===== src/rtl/ptd_pkg.sv =====
package ptd_pkg;
    typedef enum logic [1:0] {
        ST_IDLE  = 2'd0,
        ST_PRIME = 2'd1,
        ST_SEEK  = 2'd2,
        ST_HELD  = 2'd3
    } det_state_e;

    typedef enum logic [1:0] {
        ROLE_START   = 2'd0,
        ROLE_STOP    = 2'd1,
        ROLE_MSG     = 2'd2,
        ROLE_MSG_ALT = 2'd3
    } role_e;
endpackage


===== src/rtl/ptd_sync.sv =====
module ptd_sync #(
    parameter int W      = 1,
    parameter int STAGES = 2
) (
    input  logic         clk,
    input  logic         rst_n,
    input  logic [W-1:0] d,
    output logic [W-1:0] q
);
    logic [W-1:0] pipe [STAGES];

    for (genvar g = 0; g < STAGES; g++) begin : g_stage
        if (g == 0) begin : g_first
            always_ff @(posedge clk) begin
                if (!rst_n) pipe[g] <= '0;
                else        pipe[g] <= d;
            end
        end else begin : g_next
            always_ff @(posedge clk) begin
                if (!rst_n) pipe[g] <= '0;
                else        pipe[g] <= pipe[g-1];
            end
        end
    end

    assign q = pipe[STAGES-1];
endmodule


===== src/rtl/ptd_compare.sv =====
module ptd_compare #(
    parameter int W = 32
) (
    input  logic [W-1:0] sample,
    input  logic [W-1:0] pattern,
    input  logic [W-1:0] mask,
    input  logic [W-1:0] baseline,
    input  logic         on_mismatch,
    input  logic         change_mode,
    output logic         cond
);
    logic [W-1:0] diff_pat;
    logic [W-1:0] diff_base;
    logic         equal_pat;
    logic         moved;

    always_comb begin
        diff_pat  = (sample ^ pattern) & mask;
        diff_base = (sample ^ baseline) & mask;
        equal_pat = (diff_pat == '0);
        moved     = (diff_base != '0);
        cond      = change_mode ? moved : (equal_pat ^ on_mismatch);
    end
endmodule


===== src/rtl/pattern_trigger_detector.sv =====
module pattern_trigger_detector
    import ptd_pkg::*;
#(
    parameter int DATA_W      = 32,
    parameter int SYNC_STAGES = 2
) (
    input  logic              clk,
    input  logic              rst_n,
    input  logic [DATA_W-1:0] data_in,
    input  logic              strobe,
    input  logic              cfg_we,
    input  logic [DATA_W-1:0] cfg_pattern,
    input  logic [DATA_W-1:0] cfg_mask,
    input  logic              cfg_on_mismatch,
    input  logic              cfg_strobed,
    input  logic              cfg_change,
    input  logic [1:0]        cfg_role,
    input  logic              arm,
    input  logic              disarm,
    output logic              armed,
    output logic              start_evt,
    output logic              stop_evt,
    output logic              msg_evt
);
    localparam int SYNC_W = DATA_W + 1;

    det_state_e        state_q, state_d;
    logic [DATA_W-1:0] pat_q, mask_q, base_q, smp;
    logic              mism_q, strobed_q, change_q;
    role_e             role_q;
    logic              stb_s, sample_now, cond, fire;
    logic [SYNC_W-1:0] sync_out;

    ptd_sync #(.W(SYNC_W), .STAGES(SYNC_STAGES)) u_sync (
        .clk  (clk),
        .rst_n(rst_n),
        .d    ({strobe, data_in}),
        .q    (sync_out)
    );
    assign smp   = sync_out[DATA_W-1:0];
    assign stb_s = sync_out[DATA_W];

    ptd_compare #(.W(DATA_W)) u_cmp (
        .sample     (smp),
        .pattern    (pat_q),
        .mask       (mask_q),
        .baseline   (base_q),
        .on_mismatch(mism_q),
        .change_mode(change_q),
        .cond       (cond)
    );

    assign sample_now = strobed_q ? stb_s : 1'b1;
    assign armed      = (state_q != ST_IDLE);

    // configuration: accepted only while idle
    always_ff @(posedge clk) begin
        if (!rst_n) begin
            pat_q     <= '0;
            mask_q    <= '0;
            mism_q    <= 1'b0;
            strobed_q <= 1'b0;
            change_q  <= 1'b0;
            role_q    <= ROLE_START;
        end else if (cfg_we && state_q == ST_IDLE) begin
            pat_q     <= cfg_pattern;
            mask_q    <= cfg_mask;
            mism_q    <= cfg_on_mismatch;
            strobed_q <= cfg_strobed;
            change_q  <= cfg_change;
            role_q    <= role_e'(cfg_role);
        end
    end

    // change-detection baseline follows every armed sample
    always_ff @(posedge clk) begin
        if (!rst_n)                                base_q <= '0;
        else if (state_q != ST_IDLE && sample_now) base_q <= smp;
    end

    always_comb begin
        fire    = 1'b0;
        state_d = state_q;
        unique case (state_q)
            ST_IDLE:  if (arm) state_d = ST_PRIME;
            ST_PRIME: if (sample_now) state_d = ST_SEEK;
            ST_SEEK: begin
                if (sample_now && cond) begin
                    fire = 1'b1;
                    if (!strobed_q && !change_q) state_d = ST_HELD;
                end
            end
            ST_HELD:  if (!cond) state_d = ST_SEEK;
        endcase
        if (state_q != ST_IDLE) begin
            if (disarm) begin
                state_d = ST_IDLE;
                fire    = 1'b0;
            end else if (arm) begin
                state_d = ST_PRIME;
                fire    = 1'b0;
            end
        end
    end

    always_ff @(posedge clk) begin
        if (!rst_n) state_q <= ST_IDLE;
        else        state_q <= state_d;
    end

    always_ff @(posedge clk) begin
        if (!rst_n) begin
            start_evt <= 1'b0;
            stop_evt  <= 1'b0;
            msg_evt   <= 1'b0;
        end else begin
            start_evt <= fire && (role_q == ROLE_START);
            stop_evt  <= fire && (role_q == ROLE_STOP);
            msg_evt   <= fire && (role_q == ROLE_MSG || role_q == ROLE_MSG_ALT);
        end
    end

    AST_ONE_EVENT: assert property (@(posedge clk) disable iff (!rst_n)
        $countones({start_evt, stop_evt, msg_evt}) <= 1);
    AST_LIVE_SINGLE_PULSE: assert property (@(posedge clk) disable iff (!rst_n)
        ((start_evt || stop_evt || msg_evt) && !strobed_q && !change_q)
        |=> !(start_evt || stop_evt || msg_evt));
    AST_STROBE_GATES: assert property (@(posedge clk) disable iff (!rst_n)
        (strobed_q && !stb_s) |=> !(start_evt || stop_evt || msg_evt));
    AST_CFG_FROZEN: assert property (@(posedge clk) disable iff (!rst_n)
        (state_q != ST_IDLE) |=> ($stable(pat_q) && $stable(mask_q) && $stable(role_q)));
    AST_IDLE_SILENT: assert property (@(posedge clk) disable iff (!rst_n)
        (state_q == ST_IDLE) |=> !(start_evt || stop_evt || msg_evt));
    AST_PRIME_SILENT: assert property (@(posedge clk) disable iff (!rst_n)
        (state_q == ST_PRIME) |=> !(start_evt || stop_evt || msg_evt));
endmodule


===== config.mk =====
export PLATFORM = sky130hd
export DESIGN_NAME = pattern_trigger_detector
export DESIGN_NICKNAME = d
export VERILOG_FILES = /design/src/rtl/ptd_pkg.sv /design/src/rtl/ptd_sync.sv /design/src/rtl/ptd_compare.sv /design/src/rtl/pattern_trigger_detector.sv
export SDC_FILE = /design/constraint.sdc
export NUM_CORES = 1
export LEC_CHECK = 0
export BUFFER_PORTS_ARGS = -buffer_cell sky130_fd_sc_hd__buf_2
export CAP_MARGIN = 25
export CORE_ASPECT_RATIO = 0.5
export CORE_MARGIN = 2
export CORE_UTILIZATION = 40
export DETAILED_ROUTE_END_ITERATION = 8
export HOLD_SLACK_MARGIN = 0.05
export PLACE_DENSITY = 0.58
export SETUP_SLACK_MARGIN = 0.05
export SLEW_MARGIN = 30
export SYNTH_ARGS = -nofsm -noshare
export SYNTH_HDL_FRONTEND = slang
export SYNTH_SLANG_ARGS = --single-unit

===== constraint.sdc =====
create_clock -name clk -period 1.85 [get_ports clk]
set_input_delay 0.0925 -clock clk [delete_from_list [all_inputs] [get_ports clk]]
set_output_delay 0.0925 -clock clk [all_outputs]
set_load 0.01 [all_outputs]

==> results list <==
- The tightest hold path in the finished design has a slack of 0.07400 ns.
- Slowest cell delay on critical path: 0.36 ns
* Area added between synthesis and finish: 42.79%
- DRT antenna net count: 0
* Average routed wire per standard cell: 15.10 µm
* Standard-cell rows: 33
* Complex-gate fraction of the synthesized area: about 16%
- Post-route insts no fill: 1,209
- 1st-pass router iterations: 4
- Proportion of layout cells with a drive suffix above 1: 22.20%
* # placed instances: 1,074
* Area of the core: ~16,000 µm²
- Average via count per standard cell: 4.531
* Pwr/cell area: 901.6 nW/µm²
- The final route contains roughly 5,500 vias.
- The floorplan step set the die height to 94.77 µm.
- STA classifies the critical path startpoint as a flip-flop.
- Worst-margin pin slew: 0.3833 ns
* Net count of the finished layout: 1,076
* Final setup skew: 0.01204 ns
- The average instance in the mapped netlist occupies between 9 and 10 µm².
- CP Class: reg -> reg
* Number of hold violations in the final report: 0
* First-pass GRT wire length: about 28,000 µm
- Cell with the biggest individual delay on the critical path: nor4_2
- Synthesis produced a netlist with a net count of 826.
* Max-slew violation count: 0
- Summing the areas of all fa, ha and maj instances in the mapped netlist gives 0% of the synthesized area.
- Counting cells, the worst reg-to-reg path comes to 7.
- Count of cells along the worst hold path: 3
- CTS sink count: 172
- In this run the cell area of the synthesized design comes to 6591 µm².
* Post-synthesis share of cell area spent on and, or, nand and nor gates: 20.62%
* Crit end category: flip-flop
* WL final: 18,260 µm
- Data on the critical path arrives at its endpoint at 2.32 ns.
* Root Driver: clkbuf_16
* Clock latency at the later pin of the worst-skew pair: 0.43 ns
- Peak supply drop: 706.5 µV
* Number of remaining DRC errors: 0
* Violations in the final reports: setup timing
- Period utilisation layout: 106.7%
- Most common library cell in the layout ignoring fill and taps: nand2_1
- Share of the yosys chip area belonging to registers: a little over half
- The floorplan step set the die width to ~190 µm.
* Routability cong.: 0.8158
- The number of global-route vias before repair was 5,306.
- Required time of the worst setup path: about 2.2 ns
- In this run, CTS created clock tree buffers numbering 17.
- Yosys printed 0 warnings.
- Derived from the worst setup path, the maximum achievable clock frequency is 506.6 MHz.
* Synthesized flop and latch total: 172
* Max FO, Critical Path: 4
- Status: finished with violations
* Cell count after synthesis: ~700
- Fraction of synthesized cell area in xor and xnor cells: 8.504%
- Highest-count cells in the layout ignoring fill and taps: 205 x nand2_1, 168 x dfxtp_1, 109 x buf_2, 103 x dlygate4sd3_1, 101 x a21boi_0
- Traced cell by cell, the critical path runs through xor2_1, a22oi_2, nand4_1, nor4_2, buf_4, mux2_4, o31ai_2.
- Max-cap violations in this run came to 0.
- For this configuration, the core starts out at a cell density of 40.52%.
- Crit path time final: about 2.0 ns
- # H-tree levels: 4
* Setup-failing EPs final: 4
- DRC violation total after the first TritonRoute iteration: 259
- Summed over all nets, the half-perimeter wirelength after detailed placement is 12,490 µm.
- Port buffer count: 110
- Post-synthesis mux area share: 0.2278%
- Entering global routing, the biggest net connects 75 pins.
- Setup repair after global routing missed its margin: yes
- Summed over all cells, the static leakage comes to 4.150 nW.
* Bufs on Longest Clock Path: 2
- Setup slack of the critical path after layout: -0.1238 ns
- Die Footprint: 17,580 µm²
- Antenna diode count: 0
- IO Count: approximately 110
- Clk pin slew, worst setup/hold paths: 0.07 ns
- Netlist cell types: 29
- For this run, the total global-route usage over all layers was measured as 21.47%.
- TritonCTS clock tree: built
- Once layout is complete, the utilization of the core stands at 57.85%.
- The path class of the tightest hold or removal check is in -> reg.
- By area, the combinational part of the netlist is dominated by simple AND/OR/NAND/NOR gates.
- Headroom to the max-slew limit came out at between 70 and 80%.
- The number of antenna violations at the first check in global routing is 0.
- Global-route congestion overflow total: 0
synth_stat cells:
master / n / area (µm²)
a21boi_0: 101 / 758.2
a21oi_1: 1 / 5.000
a222oi_1: 1 / 10.01
a22oi_1: 30 / 225.2
a31oi_1: 1 / 6.260
and2_0: 1 / 6.260
and2_1: 67 / 419.2
and2b_2: 1 / 8.760
buf_1: 3 / 11.26
buf_2: 10 / 50.05
buf_4: 2 / 15.01
clkbuf_1: 25 / 93.84
dfxtp_1: 172 / 3443
inv_1: 3 / 11.26
mux2_4: 1 / 15.01
nand2_1: 206 / 773.2
nand2b_1: 1 / 6.260
nand3_1: 3 / 15.01
nand4_1: 8 / 50.05
nand4b_1: 1 / 8.760
nor2_1: 7 / 26.28
nor2b_1: 1 / 6.260
nor3_1: 4 / 20.02
nor4_1: 1 / 6.260
nor4_2: 1 / 12.51
o2111ai_1: 1 / 8.760
o22ai_1: 1 / 6.260
o31ai_2: 1 / 12.51
xor2_1: 64 / 560.5
repair_timing:
item	in CTS	in global routing
endpoints found under the setup margin	4	4
hold buffers	103	0
resized for setup	10	4
pin swaps	9	4
buffers inserted	0	0
hold endpoints to repair	102	0
final cells by class:
class	instances	area (µm²)
clock buffer	20	446.7
tap	227	284.0
inverter	3	11.26
clock inverter	12	112.6
fill	1468	6857
sequential	172	3448
timing repair buffer	271	2095
multi-input combinational	504	3014
per-layer routing:
metal,GRT usage (%),vias to the layer above,wire (µm)
met3,3.818,16,843
li1,-,2847,-
met1,31.24,2504,9380
met2,32.93,111,7860
met4,5.381,0,176
met5,0,-,0
critical path: cells and delay by family, from the launching register on:
kind / cells / cell delay (ns)
simple gates: 2 / 0.54
compound gates: 2 / 0.35
mux: 1 / 0.33
buf+inv: 1 / 0.18
xor+xnor: 1 / 0.17
flops: 1 / 0.33
logic make-up (layout without fill, tap and decap cells):
kind of cell	after synthesis	count (layout)
mux	1	1
xor+xnor	64	64
flops	172	172
compound gates	137	137
buf+inv	43	306
simple gates	302	302
stage by stage:
step | power, W | TNS (ns) | cell area, µm² | setup slack [ns]
after floorplan | 0.004524 | 0 | 6591 | 0.1628
after global placement | 0.004962 | -0.5804 | 7775 | -0.1858
after detailed placement | 0.004971 | -0.8243 | 7775 | -0.2271
after CTS | 0.008560 | -0.3655 | 9399 | -0.1231
after global routing | 0.008829 | -0.7379 | 9412 | -0.2083
final | 0.008486 | -0.3770 | 9412 | -0.1238
power breakdown:
| part | switching [W] | internal (W) |
|---|---|---|
| Sequential | 0.000118 | 0.00389 |
| Combinational | 0.000509 | 0.000556 |
| Clock | 0.00151 | 0.00190 |
final timing paths:
kind                                         start                 end  slack (ns)
worst max-delay path                      pat_q[9]          state_q[0]       -0.12
worst min-delay path               cfg_pattern[29]           pat_q[29]        0.07
worst max register to register            pat_q[9]          state_q[0]       -0.12
worst min register to register  u_sync.pipe[0][32]  u_sync.pipe[1][32]        0.42
state kept, by name (all words and copies together) (netlist names):
| register | flops |
|---|---|
| u_sync.pipe | 66 |
| base_q | 32 |
| mask_q | 32 |
| pat_q | 32 |
| role_q | 2 |
| state_q | 2 |
| change_q | 1 |
| mism_q | 1 |
| msg_evt | 1 |
| start_evt | 1 |
| stop_evt | 1 |
| strobed_q | 1 |
Power figures use the tool's default switching activity.
